===== src/rtl/alarm_match_pkg.sv =====
package alarm_match_pkg;
  localparam int NUM_FIELDS = 7;
  // index order: sec, min, hour, dotw, day, month, year
  localparam int FIELD_W [NUM_FIELDS] = '{6, 6, 5, 3, 5, 4, 12};

  function automatic int field_lsb(int idx);
    int s = 0;
    for (int k = 0; k < idx; k++) s += FIELD_W[k];
    return s;
  endfunction

  localparam int TIME_W = field_lsb(NUM_FIELDS);
endpackage


===== src/rtl/alarm_field_cmp.sv =====
module alarm_field_cmp #(
  parameter int W = 6
) (
  input  logic [W-1:0] now_i,
  input  logic [W-1:0] alarm_i,
  input  logic         en_i,
  output logic         hit_o
);
  assign hit_o = !en_i || (now_i == alarm_i);
endmodule


===== src/rtl/alarm_cfg_regs.sv =====
module alarm_cfg_regs
  import alarm_match_pkg::*;
(
  input  logic                  clk_i,
  input  logic                  rst_ni,
  input  logic                  cfg_we_i,
  input  logic [TIME_W-1:0]     cfg_val_i,
  input  logic [NUM_FIELDS-1:0] cfg_fen_i,
  input  logic                  arm_we_i,
  input  logic                  arm_i,
  output logic                  arm_o,
  output logic [TIME_W-1:0]     val_o,
  output logic [NUM_FIELDS-1:0] fen_o
);
  logic                  arm_q;
  logic [TIME_W-1:0]     val_q;
  logic [NUM_FIELDS-1:0] fen_q;

  always_ff @(posedge clk_i or negedge rst_ni) begin
    if (!rst_ni) begin
      arm_q <= 1'b0;
      val_q <= '0;
      fen_q <= '0;
    end else begin
      if (arm_we_i) arm_q <= arm_i;
      if (cfg_we_i && !arm_q) begin  // frozen while armed
        val_q <= cfg_val_i;
        fen_q <= cfg_fen_i;
      end
    end
  end

  assign arm_o = arm_q;
  assign val_o = val_q;
  assign fen_o = fen_q;

  assert_frozen_while_armed_R3: assert property (@(posedge clk_i) disable iff (!rst_ni)
    $past(arm_q) |-> ($stable(val_q) && $stable(fen_q)));
endmodule


===== src/rtl/alarm_trigger.sv =====
module alarm_trigger (
  input  logic clk_i,
  input  logic rst_ni,
  input  logic tick_i,
  input  logic armed_i,
  input  logic all_hit_i,
  input  logic any_en_i,
  output logic raw_o
);
  logic prev_q, raw_q;

  always_ff @(posedge clk_i or negedge rst_ni) begin
    if (!rst_ni) begin
      prev_q <= 1'b0;
      raw_q  <= 1'b0;
    end else begin
      // no enabled field: each tick is a fresh match
      raw_q <= tick_i && armed_i && all_hit_i && (!prev_q || !any_en_i);
      if (!armed_i)    prev_q <= 1'b0;
      else if (tick_i) prev_q <= all_hit_i;
    end
  end

  assign raw_o = raw_q;

  assert_raw_after_tick_R10: assert property (@(posedge clk_i) disable iff (!rst_ni)
    raw_q |-> $past(tick_i));
  assert_raw_needs_arm_R6: assert property (@(posedge clk_i) disable iff (!rst_ni)
    raw_q |-> $past(armed_i));
  assert_no_retrigger_R7: assert property (@(posedge clk_i) disable iff (!rst_ni)
    (raw_q && any_en_i && armed_i) |=> !raw_q);
endmodule


===== src/rtl/alarm_match.sv =====
module alarm_match
  import alarm_match_pkg::*;
(
  input  logic                  clk_i,
  input  logic                  rst_ni,
  input  logic                  tick_i,
  input  logic [TIME_W-1:0]     now_i,
  input  logic                  cfg_we_i,
  input  logic [TIME_W-1:0]     cfg_val_i,
  input  logic [NUM_FIELDS-1:0] cfg_fen_i,
  input  logic                  arm_we_i,
  input  logic                  arm_i,
  input  logic                  irq_en_i,
  input  logic                  irq_force_i,
  output logic                  armed_o,
  output logic [TIME_W-1:0]     alarm_val_o,
  output logic [NUM_FIELDS-1:0] alarm_fen_o,
  output logic                  raw_o,
  output logic                  irq_o
);
  logic                  arm;
  logic [TIME_W-1:0]     val;
  logic [NUM_FIELDS-1:0] fen;
  logic [NUM_FIELDS-1:0] hit;
  logic                  raw;

  alarm_cfg_regs u_cfg (
    .clk_i, .rst_ni, .cfg_we_i, .cfg_val_i, .cfg_fen_i, .arm_we_i, .arm_i,
    .arm_o(arm), .val_o(val), .fen_o(fen)
  );

  for (genvar g = 0; g < NUM_FIELDS; g++) begin : g_fld
    localparam int LSB = field_lsb(g);
    localparam int W   = FIELD_W[g];
    alarm_field_cmp #(.W(W)) u_cmp (
      .now_i(now_i[LSB +: W]), .alarm_i(val[LSB +: W]), .en_i(fen[g]), .hit_o(hit[g])
    );
  end

  alarm_trigger u_trig (
    .clk_i, .rst_ni, .tick_i, .armed_i(arm), .all_hit_i(&hit), .any_en_i(|fen), .raw_o(raw)
  );

  assign armed_o     = arm;
  assign alarm_val_o = val;
  assign alarm_fen_o = fen;
  assign raw_o       = raw;
  assign irq_o       = (raw && irq_en_i) || irq_force_i;

  assert_force_wins_R9: assert property (@(posedge clk_i) disable iff (!rst_ni)
    irq_force_i |-> irq_o);
  assert_masked_off_R9: assert property (@(posedge clk_i) disable iff (!rst_ni)
    (!irq_en_i && !irq_force_i) |-> !irq_o);
endmodule


===== config.mk =====
export PLATFORM = sky130hd
export DESIGN_NAME = alarm_match
export DESIGN_NICKNAME = d
export VERILOG_FILES = /design/src/rtl/alarm_match_pkg.sv /design/src/rtl/alarm_field_cmp.sv /design/src/rtl/alarm_cfg_regs.sv /design/src/rtl/alarm_trigger.sv /design/src/rtl/alarm_match.sv
export SDC_FILE = /design/constraint.sdc
export NUM_CORES = 1
export LEC_CHECK = 0
export ABC_AREA = 1
export BUFFER_PORTS_ARGS = -buffer_cell sky130_fd_sc_hd__buf_2
export CAP_MARGIN = 20
export CORE_AREA = 2 2 86 88
export DETAILED_ROUTE_END_ITERATION = 10
export DIE_AREA = 0 0 88 90
export GPL_ROUTABILITY_DRIVEN = 1
export PLACE_DENSITY = 0.76
export SYNTH_ARGS = -nofsm -noshare
export SYNTH_HDL_FRONTEND = slang
export SYNTH_SLANG_ARGS = --single-unit

===== constraint.sdc =====
create_clock -name clk_i -period 1.2 [get_ports clk_i]
set_input_delay 0.06 -clock clk_i [delete_from_list [all_inputs] [get_ports clk_i]]
set_output_delay 0.06 -clock clk_i [all_outputs]
set_load 0.02 [all_outputs]

==> results.yml, run 1 <==
run_status:
  status: "finished with violations"
  violations: "setup timing"
floorplan:
  pin_count: 148
  initial_core_util: 0.390
  core_region_area_um2: 7020
  die_x_um: 88
  die_y_um: 90
  rows: 31
  design.die.area_um2: 7920
power:
  leakage_uw: 0.00246
  combPwrFrac: 0.378
  seqPwrFrac: 0.400
  p_int_uw: 3720
  pwr-share-clk: 0.221
  switchingPower_uw: 1900
  vdd_drop_max_v: 0.000694
  sw_frac_of_total: 0.337
  powerDensity_nw_per_um2: 1260
timing:
  hold_viol: 0
  skew_ns: 0.00838
  finalSetupViolations: 12
  final-max-slew-violation-count: 0
  worst_pin_slew_ns: 0.285
  max_freq_mhz: 732
  finalCriticalPeriod_ns: 1.37
  fin_crit_sh: 1.14
  rsz0062_at_grt: "true"
  layout_setup_ws_ns: -0.167
  setup_tns_ns: -0.345
  timing.slew.headroom: 0.808
run:
  cap_violations: 0
clock_network:
  cts-root-buf: "clkbuf_8"
  clock_sinks: 51
  cts_buffer_depth: 2
  htreeDepth: 2
  clkTransAtPathRegs_ns: 0.09
  clk_latency_ns: 0.30
  cts_tree: "done"
  cts-buffers-inserted: 5
layout:
  area_growth_syn_to_layout_pct: 62.7
  fillers: 571
  fin_nets: 615
  multiInputGateArea_um2: 1290
  antennaDiodeCount: 0
  post-route-util: 0.634
  post_route_cells_drive_above_1_share: 0.476
  area.sequential_um2: 1280
drt:
  ant_nets: 0
  drtIter0Drc: 82
  wirelength_um: 8100
  drc: 0
  wl_per_cell_um: 13.1
  dr.pass1.iters: 4
  viasPerCell: 4.45
  vias: 2752
critical_path:
  reg2reg_setup_slack_ns: -0.17
  end_kind: "flip-flop"
  cp-start-kind: "flip-flop"
  critPathRequiredTime_ns: 1.44
  reg2regPathDepth: 8
  cp.arrival_ns: 1.61
  critPathMaxFanout: 3
  rr_startpoint: "u_cfg.val_o[8]$_DFFE_PN0P_"
  path_class: "reg -> reg"
  worstReg2RegEnd: "u_trig.raw_o$_DFF_PN0_"
global_route:
  grt_pass1_wl_um: 11900
  globalRouteMet1Util: 0.206
  gr-usage-met2: 0.354
  grt_busiest_layer: "met2"
  grt_start_max_net_pins: 52
  grt_pass1_vias: 2770
  grt_usage: 0.189
  grt_use_met3: 0.0413
  antenna_found_initial: 0
  overflow: 0
synthesis:
  syn_inst: 311
  syn_avg_cell_area_um2: 8.80
  syn-cell-area_um2: 2740
  ys_top_cells_by_area: "dfrtp_1, nand2_1, mux2_4, mux2_2, nor2_1"
  synthArstFlopShare: 1.00
  synth_common_cells: "nand2_1, dfrtp_1, nor2_1"
  synth_edf_count: 0
  yosysWarnings: 0
  ys_types: 20
  synth_ff_type: "dfrtp_1"
  ys_ff_latch: 51
  synth_top_area_frac: 0.466
  synth.largest_area_cell: "dfrtp_1"
  synth.most_common_cell: "nand2_1"
  syn-num-nets: 408
  yosysSeqAreaShare: 0.466
worst_hold_path:
  min_from: "cfg_val_i[38]"
  min_path_type: "in -> reg"
  worstHoldPathCells: 3
  min_to: "u_cfg.val_o[38]$_DFFE_PN0P_"
placement:
  hpwlAfterDp_um: 5310
  gp_congestion: 0.775
  port-buffer-count: 147
## per-layer routing
metal	share of wire	wire (um)
met1	0.39	3140
met2	0.52	4220
met3	0.064	517
met4	0.026	214
met5	0	0
## cells in the final DEF, fill, tap and decap left out
master | netlist | layout
nand3_2 | 0 | 1
nor4_1 | 1 | 1
nor2_4 | 0 | 2
buf_6 | 4 | 4
bufinv_16 | 0 | 1
o21ai_0 | 1 | 1
clkbuf_16 | 0 | 3
buf_12 | 0 | 4
buf_16 | 0 | 1
a21oi_1 | 18 | 15
nand2_8 | 0 | 1
clkbuf_8 | 0 | 6
dfrtp_2 | 0 | 1
inv_4 | 0 | 1
inv_1 | 41 | 36
buf_4 | 7 | 18
clkinv_2 | 0 | 1
xnor2_1 | 10 | 8
mux2_4 | 15 | 15
buf_2 | 3 | 145
nand2_1 | 77 | 75
dlygate4sd3_1 | 0 | 38
buf_8 | 0 | 1
inv_2 | 1 | 5
nor3_1 | 1 | 1
a21oi_2 | 0 | 3
a21o_1 | 1 | 1
dfrtp_1 | 51 | 50
xor2_1 | 8 | 8
mux2_2 | 16 | 16
nand2_2 | 1 | 2
a21boi_0 | 1 | 1
nor2_2 | 0 | 14
nor2_1 | 47 | 31
xnor2_2 | 0 | 2
nand3_1 | 7 | 6
## through the flow
step	area (um2)	instances	total power (uW)	hold slack, ns	setup WS (ns)
finish	4450	618	5620	0.000140	-0.167
global route	4450	618	5950	0.000676	-0.223
CTS	4210	608	5480	0.000505	-0.0822
detailed placement	3640	558	4050	0.0759	-0.123
global placement	3640	558	4000	0.0711	-0.0477
floorplan	2740	311	3370	-0.236	-0.0543
## how the worst max path moves through the flow
stage | from | endpoint | slack [ns] | depth (start not counted)
2_1_floorplan | u_cfg.arm_o$_DFFE_PN0P_ | u_cfg.fen_o[0]$_DFFE_PN0P_ | -0.05 | 5
3_3_place_gp | u_cfg.val_o[20]$_DFFE_PN0P_ | u_trig.raw_o$_DFF_PN0_ | -0.05 | 8
3_5_place_dp | u_cfg.val_o[33]$_DFFE_PN0P_ | u_trig.raw_o$_DFF_PN0_ | -0.12 | 7
4_1_cts | u_cfg.val_o[33]$_DFFE_PN0P_ | u_trig.raw_o$_DFF_PN0_ | -0.08 | 7
5_1_grt | u_cfg.val_o[8]$_DFFE_PN0P_ | u_trig.raw_o$_DFF_PN0_ | -0.22 | 8
6_report | u_cfg.val_o[8]$_DFFE_PN0P_ | u_trig.raw_o$_DFF_PN0_ | -0.17 | 8
## cell families (layout without fill, tap and decap cells)
group	count (synthesis)	after routing	synth area share
muxes	31	31	0.148
xor gates and xnor gates	18	18	0.0576
DFF	51	51	0.466
AOI/OAI and AO/OA	21	21	0.0402
buffers and inverters	56	264	0.0987
and+or+nand+nor	134	134	0.189
## worst max-delay path: stages, from the launching register on
cell and delay (ns):
dfrtp_1 0.44, xor2_1 0.18, nor2_1 0.16, nand3_1 0.14, nand2_1 0.09, nand2_1 0.05
nor2_1 0.09, nand2_1 0.07, nor2_1 0.09
## sequential cells by signal, summed over array words and instances, names as in the netlist
| signal | cells |
|---|---|
| u_trig.raw_o | 1 |
| u_cfg.val_o | 41 |
| u_cfg.arm_o | 1 |
| u_cfg.fen_o | 7 |
| u_trig.prev_q | 1 |
## power by group through the flow
stage	Combinational [uW]	Sequential, uW	Clock (uW)
floorplan	838	2530	0
CTS	1940	2240	1290
global route	2300	2290	1360
finish	2130	2250	1240
global placement	1750	2250	0
detailed placement	1790	2270	0
## what timing repair did
item                       in CTS  in global routing
cloned                          1                  4
pin swaps                       4                 20
resized for setup               4                 38
setup endpoints to repair      14                 31
hold endpoints to repair       87                  0
hold buffers                   38                  0
buffers inserted                3                  6
## final cells by class
cell class,count,area share
timing repair buffer,214,0.333
inverter,42,0.0360
sequential,51,0.287
tap,99,0.0278
clock inverter,2,0.00787
clock buffer,6,0.0185
multi-input combinational,204,0.290
Power figures use the tool's default switching activity.
==> inputs of run 2 (changes only) <==
- TNS_END_PERCENT: default -> 1
==> run 2 against run 1 <==
The run still ends with setup timing left. First-iteration DRC count decreased by 16%. Cell area decreased by 5.4%. Worst setup slack improved by 0.097 ns. Global-route usage decreased by 0.54 points. Utilization decreased by 3.5 points.
==> results.yml, run 2 (synthesis results as in run 1) <==
clock_network:
  clkTransAtPathRegs_ns: 0.09
  cts-buffers-inserted: 5
  clock_sinks: 51
  htreeDepth: 2
  cts_tree: "done"
  cts_buffer_depth: 2
  clk_latency_ns: 0.30
  cts-root-buf: "clkbuf_8"
critical_path:
  path_class: "reg -> reg"
  path_cells: "xor2_1 -> nor2_1 -> nand3_1 -> nand2_1 -> nand2_1 -> nor2_1 -> nand2_1 -> nor2_1"
  rr_startpoint: "u_cfg.val_o[8]$_DFFE_PN0P_"
  timing.critical_path.buf_inv: 0
  crit_family: "simple AND/OR/NAND/NOR gates"
  critPathRequiredTime_ns: 1.44
  slowest_stage: "dfrtp_1"
  cp_slowest_stage_delay_ns: 0.44
  cp-start-kind: "flip-flop"
  reg2regPathDepth: 8
  worstReg2RegEnd: "u_trig.raw_o$_DFF_PN0_"
  end_kind: "flip-flop"
  cp.arrival_ns: 1.51
  critPathMaxFanout: 3
  reg2reg_setup_slack_ns: -0.07
global_route:
  grt_pass1_wl_um: 11500
  grt_pass1_vias: 2707
  globalRouteMet1Util: 0.203
  antenna_found_initial: 0
  grt_use_met3: 0.0413
  gr-usage-met2: 0.343
  grt_start_max_net_pins: 52
  grt_busiest_layer: "met2"
  overflow: 0
  grt_usage: 0.184
drt:
  drtIter0Drc: 69
  vias: 2657
  wl_per_cell_um: 12.3
  drc: 0
  viasPerCell: 4.38
  ant_nets: 0
  dr.pass1.iters: 4
  wirelength_um: 7430
timing:
  rsz0062_at_grt: "true"
  timing.slew.headroom: 0.811
  final-max-slew-violation-count: 0
  finalSetupViolations: 2
  worst_pin_slew_ns: 0.283
  hold_viol: 0
  max_freq_mhz: 787
  holdWs_ns: 0.00562
  layout_setup_ws_ns: -0.0702
  finalCriticalPeriod_ns: 1.27
  fin_crit_sh: 1.06
  skew_ns: 0.00660
layout:
  area_growth_syn_to_layout_pct: 53.8
  layout_common_cells: "buf_2, nand2_1, dfrtp_1"
  multiInputGateArea_um2: 1240
  design_area_um2: 4210
  instances_no_fill: 606
  post-route-util: 0.600
  area.sequential_um2: 1280
  largest_register_ffs: 41
  post_route_cells_drive_above_1_share: 0.428
  fillers: 594
  antennaDiodeCount: 0
  final_common_cell: "buf_2"
  fin_nets: 603
placement:
  dp_cells: 558
  gp_congestion: 0.775
  hpwlAfterDp_um: 5310
  placed_area_um2: 3640
  port-buffer-count: 147
worst_hold_path:
  worstHoldPathCells: 3
  min_path_type: "in -> reg"
  min_to: "u_cfg.val_o[13]$_DFFE_PN0P_"
  min_from: "cfg_val_i[13]"
floorplan:
  die_y_um: 90
  die_x_um: 88
  core_region_area_um2: 7020
  design.die.area_um2: 7920
  initial_core_util: 0.390
  pin_count: 148
  rows: 31
power:
  powerDensity_nw_per_um2: 1290
  totalPowerFinal_uw: 5420
  leakage_uw: 0.00237
  vdd_drop_max_v: 0.000686
run:
  cap_violations: 0
run_status:
  violations: "setup timing"
  status: "finished with violations"
-- run 2: changes by cell type in the layout (fill, tap and decap cells not counted), moves of 3 or more --
cell / previous run / this run
nor2_2: 14 / 7
clkbuf_16: 3 / 0
inv_1: 36 / 39
mux2_4: 15 / 18
nor2_1: 31 / 40
buf_4: 18 / 11
mux2_2: 16 / 13
-- run 2: tightest hold or removal path, stage by stage --
cell	delay (ns)
buf_2	0.07
nor2_1	0.03
a21oi_1	0.10
-- run 2: final cells by class --
cell class	instances	share of cell area
multi-input combinational	204	0.295
tap	99	0.0294
sequential	51	0.303
clock inverter	2	0.00832
timing repair buffer	202	0.307
inverter	42	0.0374
clock buffer	6	0.0196
-- run 2: what timing repair did --
item | 4_1_cts | 5_1_grt
pin swaps | 5 | 5
endpoints found under the hold margin | 87 | 1
resized for setup | 5 | 13
setup buffers | 1 | 0
setup endpoints to repair | 14 | 26
hold buffers | 38 | 1
-- run 2: routing by layer --
metal | share of wire | wire [um] | up-vias
met5 | 0 | 0 | -
met4 | 0.016 | 121 | 0
met3 | 0.069 | 516 | 12
met2 | 0.52 | 3880 | 108
met1 | 0.39 | 2910 | 1207
li1 | - | - | 1330
-- run 2: worst max path at each step --
stage	start	end	slack, ns	cells after the start
floorplan	u_cfg.arm_o$_DFFE_PN0P_	u_cfg.fen_o[0]$_DFFE_PN0P_	-0.05	5
global placement	u_cfg.val_o[20]$_DFFE_PN0P_	u_trig.raw_o$_DFF_PN0_	-0.05	8
detailed placement	u_cfg.val_o[33]$_DFFE_PN0P_	u_trig.raw_o$_DFF_PN0_	-0.12	7
CTS	u_cfg.val_o[34]$_DFFE_PN0P_	u_trig.raw_o$_DFF_PN0_	-0.08	9
global route	u_cfg.val_o[20]$_DFFE_PN0P_	u_trig.raw_o$_DFF_PN0_	-0.15	8
finish	u_cfg.val_o[8]$_DFFE_PN0P_	u_trig.raw_o$_DFF_PN0_	-0.07	8
-- run 2: power by group --
group / internal (uW) / total [uW] / leakage, uW / switching (uW)
clock network: 675 / 1240 / 0.0000612 / 568
registers: 1990 / 2250 / 0.000588 / 255
logic: 937 / 1930 / 0.00172 / 991
total: 3600 / 5420 / 0.00237 / 1810
-- run 2: metrics by stage --
| step | setup TNS (ns) | worst slack [ns] |
|---|---|---|
| 2_1_floorplan | -0.782 | -0.0543 |
| 3_3_place_gp | -0.0665 | -0.0477 |
| 3_5_place_dp | -0.208 | -0.123 |
| 4_1_cts | -0.117 | -0.0825 |
| 5_1_grt | -0.356 | -0.145 |
| 6_report | -0.0978 | -0.0702 |
